## src/rtl/me_baud_pkg.sv

```systemverilog
`timescale 1ns/1ps
package me_baud_pkg;
   localparam int unsigned BG_MANT_W = 6;
   localparam int unsigned BG_EXP_W  = 4;
   localparam int unsigned BG_OVS    = 16;

   // width of a counter that can span 2^(2^w - 1) steps minus one
   function automatic int unsigned exp_span(input int unsigned w);
      return (1 << w) - 1;
   endfunction
endpackage

```

## src/rtl/me_baud_mant.sv

```systemverilog
`timescale 1ns/1ps
module me_baud_mant #(
   parameter int unsigned W = 6
) (
   input  logic         clk_i,
   input  logic         rst_ni,
   input  logic         step_i,
   input  logic [W-1:0] limit_i,
   output logic         wrap_o
);
   logic [W-1:0] cnt_q;

   assign wrap_o = step_i && (cnt_q == limit_i);

   always_ff @(posedge clk_i or negedge rst_ni) begin
      if (!rst_ni) begin
         cnt_q <= '0;
      end else if (wrap_o) begin
         cnt_q <= '0;
      end else if (step_i) begin
         cnt_q <= cnt_q + 1'b1;
      end
   end
endmodule

```

## src/rtl/me_baud_exp.sv

```systemverilog
`timescale 1ns/1ps
module me_baud_exp #(
   parameter int unsigned EXP_W = 4,
   parameter int unsigned CNT_W = 15
) (
   input  logic             clk_i,
   input  logic             rst_ni,
   input  logic             step_i,
   input  logic [EXP_W-1:0] exp_i,
   output logic             wrap_o
);
   logic [CNT_W-1:0] mask;
   logic [CNT_W-1:0] cnt_q;

   // mask holds the low exp_i bits; an empty mask makes the stage a pass-through
   for (genvar i = 0; i < CNT_W; i++) begin : g_mask
      assign mask[i] = (int'(exp_i) > i);
   end

   assign wrap_o = step_i && ((cnt_q & mask) == mask);

   always_ff @(posedge clk_i or negedge rst_ni) begin
      if (!rst_ni) begin
         cnt_q <= '0;
      end else if (wrap_o) begin
         cnt_q <= '0;
      end else if (step_i) begin
         cnt_q <= cnt_q + 1'b1;
      end
   end
endmodule

```

## src/rtl/me_baud_ovs.sv

```systemverilog
`timescale 1ns/1ps
module me_baud_ovs #(
   parameter int unsigned OVS = 16
) (
   input  logic clk_i,
   input  logic rst_ni,
   input  logic step_i,
   output logic wrap_o
);
   localparam int unsigned OVS_W = $clog2(OVS);

   logic [OVS_W-1:0] cnt_q;

   assign wrap_o = step_i && (cnt_q == OVS_W'(OVS - 1));

   always_ff @(posedge clk_i or negedge rst_ni) begin
      if (!rst_ni) begin
         cnt_q <= '0;
      end else if (step_i) begin
         cnt_q <= cnt_q + 1'b1;
      end
   end
endmodule

```

## src/rtl/me_baud_gen.sv

```systemverilog
`timescale 1ns/1ps
module me_baud_gen
   import me_baud_pkg::*;
#(
   parameter int unsigned MANT_W = BG_MANT_W,
   parameter int unsigned EXP_W  = BG_EXP_W,
   parameter int unsigned OVS    = BG_OVS,
   localparam int unsigned DIV_W = MANT_W + EXP_W,
   localparam int unsigned ECNT_W = exp_span(EXP_W)
) (
   input  logic             clk_i,
   input  logic             rst_ni,
   input  logic             ref_en_i,
   input  logic [DIV_W-1:0] div_word_i,
   output logic             sample_tick_o,
   output logic             bit_tick_o,
   output logic             m_zero_warn_o
);
   // elaboration-time parameter checks
   if (MANT_W < 1 || MANT_W > 16) begin : g_bad_mant
      $error("MANT_W out of range");
   end
   if (EXP_W < 1 || EXP_W > 5) begin : g_bad_exp
      $error("EXP_W out of range");
   end
   if (OVS < 2 || (OVS & (OVS - 1)) != 0) begin : g_bad_ovs
      $error("OVS must be a power of two of at least 2");
   end

   logic              fresh_q;
   logic [MANT_W-1:0] n_q;
   logic [EXP_W-1:0]  m_q;
   logic [MANT_W-1:0] eff_n;
   logic [EXP_W-1:0]  eff_m;
   logic [MANT_W-1:0] new_n;
   logic [EXP_W-1:0]  new_m;
   logic              mant_wrap;
   logic              period_end;
   logic              bit_wrap;
   logic              load;
   logic              sample_q;
   logic              bit_q;
   logic              warn_q;

   assign new_n = div_word_i[MANT_W-1:0];
   assign new_m = div_word_i[DIV_W-1:MANT_W];

   // right after reset the input word is used directly until it is captured
   assign eff_n = fresh_q ? new_n : n_q;
   assign eff_m = fresh_q ? new_m : m_q;
   assign load  = fresh_q || period_end;

   me_baud_mant #(.W(MANT_W)) u_mant (
      .clk_i   (clk_i),
      .rst_ni  (rst_ni),
      .step_i  (ref_en_i),
      .limit_i (eff_n),
      .wrap_o  (mant_wrap)
   );

   me_baud_exp #(.EXP_W(EXP_W), .CNT_W(ECNT_W)) u_exp (
      .clk_i  (clk_i),
      .rst_ni (rst_ni),
      .step_i (mant_wrap),
      .exp_i  (eff_m),
      .wrap_o (period_end)
   );

   me_baud_ovs #(.OVS(OVS)) u_ovs (
      .clk_i  (clk_i),
      .rst_ni (rst_ni),
      .step_i (period_end),
      .wrap_o (bit_wrap)
   );

   always_ff @(posedge clk_i or negedge rst_ni) begin
      if (!rst_ni) begin
         fresh_q <= 1'b1;
         n_q     <= '0;
         m_q     <= '0;
         warn_q  <= 1'b0;
      end else begin
         fresh_q <= 1'b0;
         if (load) begin
            n_q    <= new_n;
            m_q    <= new_m;
            warn_q <= (new_m == '0);
         end
      end
   end

   always_ff @(posedge clk_i or negedge rst_ni) begin
      if (!rst_ni) begin
         sample_q <= 1'b0;
         bit_q    <= 1'b0;
      end else begin
         sample_q <= period_end;
         bit_q    <= bit_wrap;
      end
   end

   assign sample_tick_o = sample_q;
   assign bit_tick_o    = bit_q;
   assign m_zero_warn_o = warn_q;
endmodule

```

## config.mk

```make
export PLATFORM = sky130hd
export DESIGN_NAME = me_baud_gen
export DESIGN_NICKNAME = d
export VERILOG_FILES = /design/src/rtl/me_baud_pkg.sv /design/src/rtl/me_baud_mant.sv /design/src/rtl/me_baud_exp.sv /design/src/rtl/me_baud_ovs.sv /design/src/rtl/me_baud_gen.sv
export SDC_FILE = /design/constraint.sdc
export NUM_CORES = 1
export LEC_CHECK = 0
export BUFFER_PORTS_ARGS = -buffer_cell sky130_fd_sc_hd__buf_2
export CAP_MARGIN = 10
export CORE_ASPECT_RATIO = 1.5
export CORE_MARGIN = 1
export CORE_UTILIZATION = 51
export CTS_CLUSTER_DIAMETER = 120
export DETAILED_ROUTE_END_ITERATION = 8
export PLACE_DENSITY = 0.83
export SYNTH_ARGS = -nofsm -noshare
export SYNTH_HDL_FRONTEND = slang
export SYNTH_SLANG_ARGS = --single-unit
```

## constraint.sdc

```tcl
create_clock -name clk_i -period 2.4 [get_ports clk_i]
set_input_delay 0.12 -clock clk_i [delete_from_list [all_inputs] [get_ports clk_i]]
set_output_delay 0.12 -clock clk_i [all_outputs]
set_load 0.01 [all_outputs]
```

==> impl_metrics.py <==
metrics = {
    "final_layout": {
        "layout.cells.non_filler": 308,
        "diodes": 0,
        "drive_gt1_frac": 0.340,
        "finish.utilization": 0.671,
        "fin_area_mm2": 0.00283,
        "nets": 277,
        "syn_to_final_growth_pct": 27.5,
    },
    "sta": {
        "worstMarginPinSlew_ps": 884,
        "rsz0062_at_grt": "true",
        "period_minus_slack_ps": 2730,
        "worst_slack_ps": -330,
        "finalSetupViolations": 32,
        "drv_slew": 0,
        "finClkSkew_ps": 5.34,
        "hold_viol": 0,
        "period_share": 1.14,
        "fmax_ghz": 0.366,
        "slew_headroom": 0.411,
    },
    "power": {
        "ir_worst_vdd_mv": 0.519,
        "power_switching_mw": 0.602,
        "combPwrFrac": 0.266,
        "p_clk_frac": 0.297,
        "powerDensity_mw_per_mm2": 680,
        "power.internal_mw": 1.32,
        "swShare": 0.313,
        "power_mw": 1.92,
        "leakagePower_nw": 1.27,
        "p_seq_frac": 0.437,
    },
    "critical_path": {
        "r2r-end": "n_q[0]",
        "r2r-start": "fresh_q",
        "arrival_ps": 2910,
        "critPathLaunchType": "flip-flop",
        "reg2reg_slack_ps": -330,
        "reg2reg_depth": 8,
        "cp_max_fo": 11,
        "crit_chain": "buf_4 > mux2i_1 > nand2_1 > a211oi_2 > o211ai_1 > o31ai_4 > buf_12 > mux2_1",
        "cp.required_ps": 2580,
        "crit_type": "flip-flop to flip-flop",
        "critPathSlowestCell": "dfstp_4",
        "max_stage_delay_ps": 720,
        "critPathCaptureType": "flip-flop",
    },
    "logic_synthesis": {
        "syn_area_per_cell_um2": 10.4,
        "synth_edf_count": 0,
        "yosys-top-cells-area": "dfrtp_1 43%, mux2_4 6.8%, xnor2_1 5.5%",
        "synthCells": 214,
        "yosysTopAreaCell": "dfrtp_1",
        "syn_area_mm2": 0.00222,
        "synth_top_area_frac": 0.429,
        "synth_most_common_cell": "dfrtp_1",
        "synth_ff_type": "dfrtp_1",
        "synth_commonest_cells": "38 x dfrtp_1, 25 x nor2_1, 19 x nand2_1, 15 x nor4_1, 14 x xnor2_1",
        "synthArstFlopShare": 1.00,
        "synth_seq_area_share": 0.441,
        "yosys_warnings": 0,
        "ys_types": 42,
        "synth-seq-cells": 39,
        "syn-num-nets": 230,
    },
    "global_route": {
        "grt_pass1_vias": 1817,
        "grt_max_degree": 40,
        "grt_usage": 0.248,
        "antenna_found_initial": 0,
        "grt_pass1_wl_mm": 8.76,
        "overflow": 0,
    },
    "status": {
        "violations": "negative setup slack",
        "status": "complete, but fails checks",
    },
    "drt": {
        "routed_wl_mm": 5.53,
        "routed-wl-met3_um": 207,
        "m1WireLength_mm": 2.19,
        "drc": 0,
        "num_vias": 1820,
        "dr.first_iter.drc_count": 107,
        "first_pass_iters": 4,
        "wire_per_inst_um": 18.0,
        "met2_length_mm": 2.91,
        "drtAntennaViolNets": 0,
        "vias_per_cell": 5.91,
        "top_layer": "met4",
    },
    "clocking": {
        "htreeDepth": 2,
        "clk_pin_slew_ps": 80,
        "insertion_delay_ps": 300,
        "tritoncts": "built",
        "clock_path_buffers": 2,
        "cts_root_buf": "clkbuf_8",
        "cts-buffers-inserted": 5,
        "clock-sinks": 39,
    },
    "placed_design": {
        "hpwl_mm": 3.28,
        "io_buffers": 15,
        "placedCellCount": 292,
        "dpl_cell_area_mm2": 0.00250,
        "gp_congestion": 0.871,
    },
    "floorplan": {
        "die_h_um": 82.7,
        "initial_core_util": 0.526,
        "fp.coreArea_mm2": 0.00421,
        "dieArea_mm2": 0.00462,
        "io_pins": 16,
        "num_rows": 29,
        "die_w_um": 55.8,
    },
    "min_path": {
        "hold_path.class": "primary input to flip-flop",
        "min-delay-start": "div_word_i[0]",
        "whs_endpoint": "n_q[0]",
        "worstHoldPathCells": 2,
    },
    "flow_run": {
        "drv_cap": 0,
    },
}
## power groups by stage
| stage | logic, mW | clock network, mW | registers, mW |
|---|---|---|---|
| 2_1_floorplan | 0.302 | 0 | 0.818 |
| 3_3_place_gp | 0.417 | 0 | 0.844 |
| 3_5_place_dp | 0.432 | 0 | 0.847 |
| 4_1_cts | 0.478 | 0.575 | 0.836 |
| 5_1_grt | 0.561 | 0.602 | 0.851 |
| 6_report | 0.512 | 0.570 | 0.841 |
## cells in the final DEF (no fill, tap or decap), drive strengths merged, types with 2 or more instances in the layout
master,synthesis,routed
nand2,19,19
nand4,8,8
nor2,25,25
mux2i,10,10
xor2,11,11
buf,4,46
nand3,6,6
a21oi,5,5
dfrtp,38,38
xnor2,14,14
mux2,13,13
nor3,5,5
nor4,16,16
ha,3,3
or2,2,2
o21ai,6,6
o211ai,2,2
inv,7,7
clkbuf,3,6
a211oi,2,2
## critical path: cells and delay by family, from the launching register on
family,cells,cell delay [ps]
simple gates,1,100
mux,2,570
flops,1,720
buf+inv,2,360
compound gates,3,870
## flip-flops by register name, indices dropped and copies added, names as in the netlist
name	cells
sample_tick_o	1
bit_tick_o	1
n_q	6
u_mant.cnt_q	6
fresh_q	1
m_q	4
u_ovs.cnt_q	4
m_zero_warn_o	1
u_exp.cnt_q	15
## stage by stage
stage               hold slack [ps]  TNS, ps  worst slack [ps]
floorplan                      -176    -1650              -162
finish                         64.8    -6630              -330
global route                   69.7    -9870              -388
detailed placement              284    -8050              -332
CTS                            59.5    -4780              -239
global placement                264    -5240              -248
## how the worst max path moves through the flow
stage                     slack, ps     from      to  depth (start not counted)
after CTS                      -240  fresh_q  n_q[0]                          8
after global placement         -250  fresh_q  n_q[0]                          7
after floorplan                -160  fresh_q  m_q[0]                          9
final                          -330  fresh_q  n_q[0]                          8
after global routing           -390  fresh_q  n_q[0]                          7
after detailed placement       -330  fresh_q  n_q[0]                          7
## cells by family (layout without fill, tap and decap cells)
kind of cell             after synthesis  after routing  synth area share
AND/OR/NAND/NOR                       87             87             0.204
multiplexers                          23             23             0.130
other                                  1              1           0.00169
flip-flops                            39             39             0.441
XOR/XNOR                              25             25            0.0988
AO/OA/AOI/OAI                         22             22            0.0728
buffers and inverters                 14             62            0.0344
adder cells (fa/ha/maj)                3              3            0.0169
## what timing repair did
| action | in CTS | in global routing |
|---|---|---|
| gates resized for setup | 18 | 8 |
| gates cloned | 1 | 0 |
| hold buffers | 1 | 0 |
| setup buffers | 5 | 1 |
| endpoints found under the hold margin | 38 | 0 |
| pin swaps | 3 | 1 |
| setup endpoints to repair | 33 | 32 |
## area by class of cell
type                       count  area [um2]
fill                         318        1380
multi-input combinational    161        1280
sequential                    39         981
timing repair buffer          47         365
clock buffer                   6        82.6
tap                           46        57.6
clock inverter                 2        35.0
inverter                       7        26.3
## metal layers
metal  vias to the layer above  track usage
met3                        26       0.0530
met1                       876        0.274
met5                         -            0
li1                        854            -
met4                         0        0.117
met2                        64        0.457
Power figures use the tool's default switching activity.
